$ cat config.mk
export PLATFORM = sky130hd
export DESIGN_NAME = irq_toggle_unit
export DESIGN_NICKNAME = d
export VERILOG_FILES = /design/src/rtl/irq_pkg.sv /design/src/rtl/irq_edge_det.sv /design/src/rtl/irq_status_reg.sv /design/src/rtl/irq_regbus.sv /design/src/rtl/irq_out_gen.sv /design/src/rtl/irq_toggle_unit.sv
export SDC_FILE = /design/constraint.sdc
export NUM_CORES = 1
export LEC_CHECK = 0
export BUFFER_PORTS_ARGS = -buffer_cell sky130_fd_sc_hd__buf_4
export CAP_MARGIN = 20
export CORE_MARGIN = 8
export CORE_UTILIZATION = 35
export DETAILED_ROUTE_END_ITERATION = 6
export PLACE_DENSITY = 0.75
export SKIP_CTS_REPAIR_TIMING = 1
export SLEW_MARGIN = 20
export SYNTH_ARGS = -nofsm -noshare
export SYNTH_HDL_FRONTEND = slang
export SYNTH_SLANG_ARGS = --single-unit
$ cat constraint.sdc
create_clock -name clk -period 1.5 [get_ports clk]
set_clock_uncertainty 0.1 [all_clocks]
set_input_delay 0.15 -clock clk [delete_from_list [all_inputs] [get_ports clk]]
set_output_delay 0.15 -clock clk [all_outputs]
set_load 0.02 [all_outputs]
$ cat src/rtl/irq_pkg.sv
package irq_pkg;
  localparam int SRC_COUNT   = 4;
  localparam int OFF_GLOBAL  = 'h1C;
  localparam int OFF_STATUS  = 'h20;
  localparam int OFF_ENABLE  = 'h28;

  // Source positions: the status and enable words share them.
  localparam int SRC_WR_HALF  = 0;
  localparam int SRC_RD_HALF  = 1;
  localparam int SRC_WR_EMPTY = 2;
  localparam int SRC_RD_FULL  = 3;

  typedef enum logic [1:0] {
    SEL_NONE   = 2'd0,
    SEL_GLOBAL = 2'd1,
    SEL_STATUS = 2'd2,
    SEL_ENABLE = 2'd3
  } reg_sel_e;
endpackage

$ cat src/rtl/irq_edge_det.sv
module irq_edge_det #(
  parameter int NUM_SRC = 4
) (
  input  logic               clk,
  input  logic               rst,
  input  logic [NUM_SRC-1:0] cond,
  output logic [NUM_SRC-1:0] rise
);
  logic [NUM_SRC-1:0] cond_q;

  for (genvar g = 0; g < NUM_SRC; g++) begin : g_src
    always_ff @(posedge clk) begin
      if (rst) cond_q[g] <= 1'b0;
      else     cond_q[g] <= cond[g];
    end
    assign rise[g] = cond[g] & ~cond_q[g];
  end
endmodule

$ cat src/rtl/irq_status_reg.sv
module irq_status_reg #(
  parameter int NUM_SRC = 4
) (
  input  logic               clk,
  input  logic               rst,
  input  logic [NUM_SRC-1:0] rise,
  input  logic [NUM_SRC-1:0] tog_mask,
  output logic [NUM_SRC-1:0] status
);
  logic [NUM_SRC-1:0] status_nx;

  // Set has priority: toggle first, then OR in the rising edges.
  always_comb status_nx = (status ^ tog_mask) | rise;

  always_ff @(posedge clk) begin
    if (rst) status <= '0;
    else     status <= status_nx;
  end


  rise_sets_chk: assert property (@(posedge clk) disable iff (rst)
    (|rise) |=> ((status & $past(rise)) == $past(rise)));


  toggle_flip_chk: assert property (@(posedge clk) disable iff (rst)
    (rise == '0) |=> (status == ($past(status) ^ $past(tog_mask))));


  reset_clear_chk: assert property (@(posedge clk)
    rst |=> (status == '0));
endmodule

$ cat src/rtl/irq_regbus.sv
module irq_regbus
  import irq_pkg::*;
#(
  parameter int NUM_SRC = 4,
  parameter int ADDR_W  = 8,
  parameter int DATA_W  = 32
) (
  input  logic               clk,
  input  logic               rst,
  input  logic               bus_sel,
  input  logic               bus_wr,
  input  logic [ADDR_W-1:0]  bus_addr,
  input  logic [DATA_W-1:0]  bus_wdata,
  input  logic [NUM_SRC-1:0] status,
  output logic [NUM_SRC-1:0] tog_mask,
  output logic [NUM_SRC-1:0] enable,
  output logic               gie,
  output logic [DATA_W-1:0]  bus_rdata
);
  localparam logic [ADDR_W-1:0] A_GLOBAL = ADDR_W'(OFF_GLOBAL);
  localparam logic [ADDR_W-1:0] A_STATUS = ADDR_W'(OFF_STATUS);
  localparam logic [ADDR_W-1:0] A_ENABLE = ADDR_W'(OFF_ENABLE);
  localparam int GIE_BIT = DATA_W - 1;

  reg_sel_e           sel;
  logic               do_wr;
  logic               do_rd;
  logic [DATA_W-1:0]  rd_mux;
  logic               unused_wdata_bits;

  assign unused_wdata_bits = ^bus_wdata[DATA_W-2:NUM_SRC];

  always_comb begin
    unique case (bus_addr)
      A_GLOBAL: sel = SEL_GLOBAL;
      A_STATUS: sel = SEL_STATUS;
      A_ENABLE: sel = SEL_ENABLE;
      default:  sel = SEL_NONE;
    endcase
  end

  assign do_wr = bus_sel & bus_wr;
  assign do_rd = bus_sel & ~bus_wr;

  assign tog_mask = (do_wr && sel == SEL_STATUS) ? bus_wdata[NUM_SRC-1:0] : '0;

  always_ff @(posedge clk) begin
    if (rst) begin
      enable <= '0;
      gie    <= 1'b0;
    end else if (do_wr) begin
      if (sel == SEL_ENABLE) enable <= bus_wdata[NUM_SRC-1:0];
      if (sel == SEL_GLOBAL) gie    <= bus_wdata[GIE_BIT];
    end
  end

  always_comb begin
    rd_mux = '0;
    case (sel)
      SEL_GLOBAL: rd_mux[GIE_BIT]     = gie;
      SEL_STATUS: rd_mux[NUM_SRC-1:0] = status;
      SEL_ENABLE: rd_mux[NUM_SRC-1:0] = enable;
      default:    rd_mux = '0;
    endcase
  end

  always_ff @(posedge clk) begin
    if (rst)        bus_rdata <= '0;
    else if (do_rd) bus_rdata <= rd_mux;
    else            bus_rdata <= '0;
  end


  status_upper_zero_chk: assert property (@(posedge clk) disable iff (rst)
    (do_rd && bus_addr == A_STATUS) |=> (bus_rdata[DATA_W-1:NUM_SRC] == '0));


  global_lower_zero_chk: assert property (@(posedge clk) disable iff (rst)
    (do_rd && bus_addr == A_GLOBAL) |=> (bus_rdata[GIE_BIT-1:0] == '0));


  idle_rdata_zero_chk: assert property (@(posedge clk) disable iff (rst)
    !do_rd |=> (bus_rdata == '0));


  enable_hold_chk: assert property (@(posedge clk) disable iff (rst)
    !(do_wr && bus_addr == A_ENABLE) |=> $stable(enable));
endmodule

$ cat src/rtl/irq_out_gen.sv
module irq_out_gen #(
  parameter int NUM_SRC = 4
) (
  input  logic               clk,
  input  logic               rst,
  input  logic [NUM_SRC-1:0] status,
  input  logic [NUM_SRC-1:0] enable,
  input  logic               gie,
  output logic               irq
);
  logic [NUM_SRC-1:0] masked;
  logic               any_pend;

  assign masked   = status & enable;
  assign any_pend = |masked;

  always_ff @(posedge clk) begin
    if (rst) irq <= 1'b0;
    else     irq <= any_pend & gie;
  end


  gie_gate_chk: assert property (@(posedge clk) disable iff (rst)
    !gie |=> !irq);


  pending_raise_chk: assert property (@(posedge clk) disable iff (rst)
    (gie && (status & enable) != '0) |=> irq);


  irq_reset_chk: assert property (@(posedge clk)
    rst |=> !irq);
endmodule

$ cat src/rtl/irq_toggle_unit.sv
module irq_toggle_unit #(
  parameter int NUM_SRC = irq_pkg::SRC_COUNT,
  parameter int ADDR_W  = 8,
  parameter int DATA_W  = 32
) (
  input  logic               clk,
  input  logic               rst,
  input  logic               bus_sel,
  input  logic               bus_wr,
  input  logic [ADDR_W-1:0]  bus_addr,
  input  logic [DATA_W-1:0]  bus_wdata,
  output logic [DATA_W-1:0]  bus_rdata,
  input  logic [NUM_SRC-1:0] cond_in,
  output logic               irq_out
);
  logic [NUM_SRC-1:0] rise;
  logic [NUM_SRC-1:0] tog_mask;
  logic [NUM_SRC-1:0] status;
  logic [NUM_SRC-1:0] enable;
  logic               gie;

  irq_edge_det #(.NUM_SRC(NUM_SRC)) u_edge (
    .clk  (clk),
    .rst  (rst),
    .cond (cond_in),
    .rise (rise)
  );

  irq_status_reg #(.NUM_SRC(NUM_SRC)) u_status (
    .clk      (clk),
    .rst      (rst),
    .rise     (rise),
    .tog_mask (tog_mask),
    .status   (status)
  );

  irq_regbus #(.NUM_SRC(NUM_SRC), .ADDR_W(ADDR_W), .DATA_W(DATA_W)) u_bus (
    .clk       (clk),
    .rst       (rst),
    .bus_sel   (bus_sel),
    .bus_wr    (bus_wr),
    .bus_addr  (bus_addr),
    .bus_wdata (bus_wdata),
    .status    (status),
    .tog_mask  (tog_mask),
    .enable    (enable),
    .gie       (gie),
    .bus_rdata (bus_rdata)
  );

  irq_out_gen #(.NUM_SRC(NUM_SRC)) u_out (
    .clk    (clk),
    .rst    (rst),
    .status (status),
    .enable (enable),
    .gie    (gie),
    .irq    (irq_out)
  );
endmodule

==> metrics.yaml <==
outcome:
  status: "finished, violations left"
  violations: "hold timing"
grt:
  grt_pass1_vias: 809
  grt_pass1_wl_um: 3550
  grt_usage_pct: 8.83
  antenna_found_initial: 0
  overflow: 0
  grt_max_degree: 16
synthesis:
  ys_seq_area_share_pct: 37.1
  syn-cell-area_mm2: 0.00103
  synthDistinctLibCells: 22
  syn-mean-instance-area_um2: 9.50
  ys_ff_latch: 19
  syn_inst: 108
  ys_warn_count: 0
floorplanning:
  dieArea_mm2: 0.00492
  coreArea_mm2: 0.00278
  rows: 19
  die_x_um: 70.1
  die_y_um: 70.1
  ioPinCount: 81
  initial_utilization_pct: 36.9
flow_run:
  drv_cap: 0
critical_path:
  r2r-end: "u_out.irq"
  reg2reg_from: "u_status.status[3]"
  reg2reg_depth: 2
  endpoint_kind: "flop"
  reg2reg_slack_ps: 660
  crit_fanout: 6
  path_class: "in2reg"
  crit_start: "bus_addr[1]"
  arrival_ps: 1520
  start_kind: "input port"
  cp.required_ps: 1600
timing:
  max_freq_mhz: 706
  setup_viol: 0
  worst_hold_slack_ps: -10.8
  hold_violations: 3
  timing.final.ws_setup_ps: 84.0
  finalSetupTns_ps: 0
  fin_crit_sh_pct: 94.4
  rsz0062_at_grt: "false"
  maxSlewViolCount: 0
  period_minus_slack_ps: 1420
cells_and_area:
  final_layout_size_suffix_gt1_share_pct: 26.2
  design_area_mm2: 0.00123
  nFillCells: 293
  syn2layout_area_growth_pct: 20.2
  layout.nets: 190
  antenna_cells: 0
hold_path:
  hold_path_class: "in2reg"
  hold_depth: 3
  whs_endpoint: "u_bus.enable[3]"
  hp-start: "bus_wdata[3]"
routing:
  dr.pass1.iters: 4
  wl_per_cell_um: 12.4
  routed_wl_um: 2140
  drc: 0
  vias: 755
  ant_nets: 0
  first_iter_violations: 29
  routed_via_density: 4.39
cts:
  cts_buffers: 3
  path_clk_slew_ps: 100
  cts-root-buf: "clkbuf_4"
  cts.htree.levels: 1
  clk_latency_ps: 300
  cts_tree: "yes"
  max-clock-path-buffers: 2
  cts_sinks: 19
power:
  leakagePower_nw: 0.522
  irDropWorstVdd_mv: 0.399
  powerDensity_mw_per_mm2: 785
placement:
  numPortBuffers: 26
  placedInstanceArea_mm2: 0.00115
  place.gp.congestion: 0.808
  dp_hpwl_um: 1760
  dpl_worst_slack_ps: -245
## power by group
group / internal (W) / switching (W) / total, W
clock network: 0.000104 / 0.000159 / 0.000263
registers: 0.000518 / 0.00000927 / 0.000528
logic: 0.0000698 / 0.000108 / 0.000178
total: 0.000692 / 0.000276 / 0.000968
## metal layers
metal | up-vias | wire length (um) | GRT usage (%)
li1 | 376 | - | -
met1 | 334 | 929 | 9.66
met2 | 40 | 979 | 14.0
met3 | 5 | 184 | 3.95
met4 | 0 | 48 | 4.69
met5 | - | 0 | 0
## cells in the final DEF (no fill, tap or decap)
cell            n
nor4_1          2
nand2b_1        9
or4_1           1
nor2_1          9
nor4_2          4
nor2b_1         4
buf_4          28
nand4b_1        1
dfxtp_1        19
nor3_1          1
inv_1           1
clkbuf_1        1
dlygate4sd3_1   6
xnor2_1         4
conb_1         27
or3b_1          1
a22oi_1         2
a21oi_1         5
mux2i_1         9
clkbuf_4        3
or4_4           1
nand2_1         2
nor4_4          1
## synth_stat cells, drive strengths merged
cell type  count  share of area [%]
nor3           1               0.49
xnor2          4                3.4
conb           1               0.37
nand2b         9                5.5
nor2           9                3.3
inv            1               0.37
dfxtp         19                 37
nand2          2               0.73
buf           28                 21
mux2i          9                8.8
nor4           7                8.2
clkbuf         3                1.1
or3b           1               0.85
nand4b         1               0.85
a21oi          5                2.4
nor2b          4                2.4
or4            2                1.8
a22oi          2                1.5
## cell families after synthesis
group                     synth area share (%)
AOI/OAI and AO/OA                         3.90
DFF                                       37.1
buffers and inverters                     22.3
other                                    0.366
muxes                                     8.78
xor gates and xnor gates                  3.41
and+or+nand+nor                           24.1
## state kept, by name, indices dropped and copies added, names as in the netlist
signal	cells
u_bus.gie	1
u_edge.cond_q	4
u_status.status	4
u_out.irq	1
u_bus.enable	4
u_bus.bus_rdata	5
## cell type report
type / instances / area (um^2) / share of cell area (%)
multi-input combinational: 83 / 514 / 41.7
clock buffer: 4 / 26.3 / 2.13
timing repair buffer: 34 / 270 / 21.9
sequential: 19 / 380 / 30.8
tap: 31 / 38.8 / 3.14
inverter: 1 / 3.75 / 0.304
## how the worst max path moves through the flow
| stage | slack (ps) | cells past startpoint | to |
|---|---|---|---|
| finish | 80 | 6 | u_bus.enable[0] |
| global route | 30 | 6 | u_bus.enable[2] |
| CTS | 90 | 6 | u_bus.enable[0] |
| detailed placement | -250 | 6 | u_bus.enable[0] |
| global placement | -190 | 6 | u_bus.enable[1] |
| floorplan | -130 | 5 | u_bus.enable[0] |
## metrics by stage
stage               total power [W]  cells  utilization (%)
floorplan                  0.000700    134                -
global route                0.00102    172             44.4
CTS                        0.000962    166             42.2
detailed placement         0.000702    162             41.3
finish                     0.000968    172             44.4
global placement           0.000699    162             41.3
## worst max-delay path: stages
cell     delay [ps]
buf_4           110
or4_4           590
nor4_4          220
buf_4           180
mux2i_1         190
nor2_1           70
No activity file was read; power rests on OpenSTA's default activity.
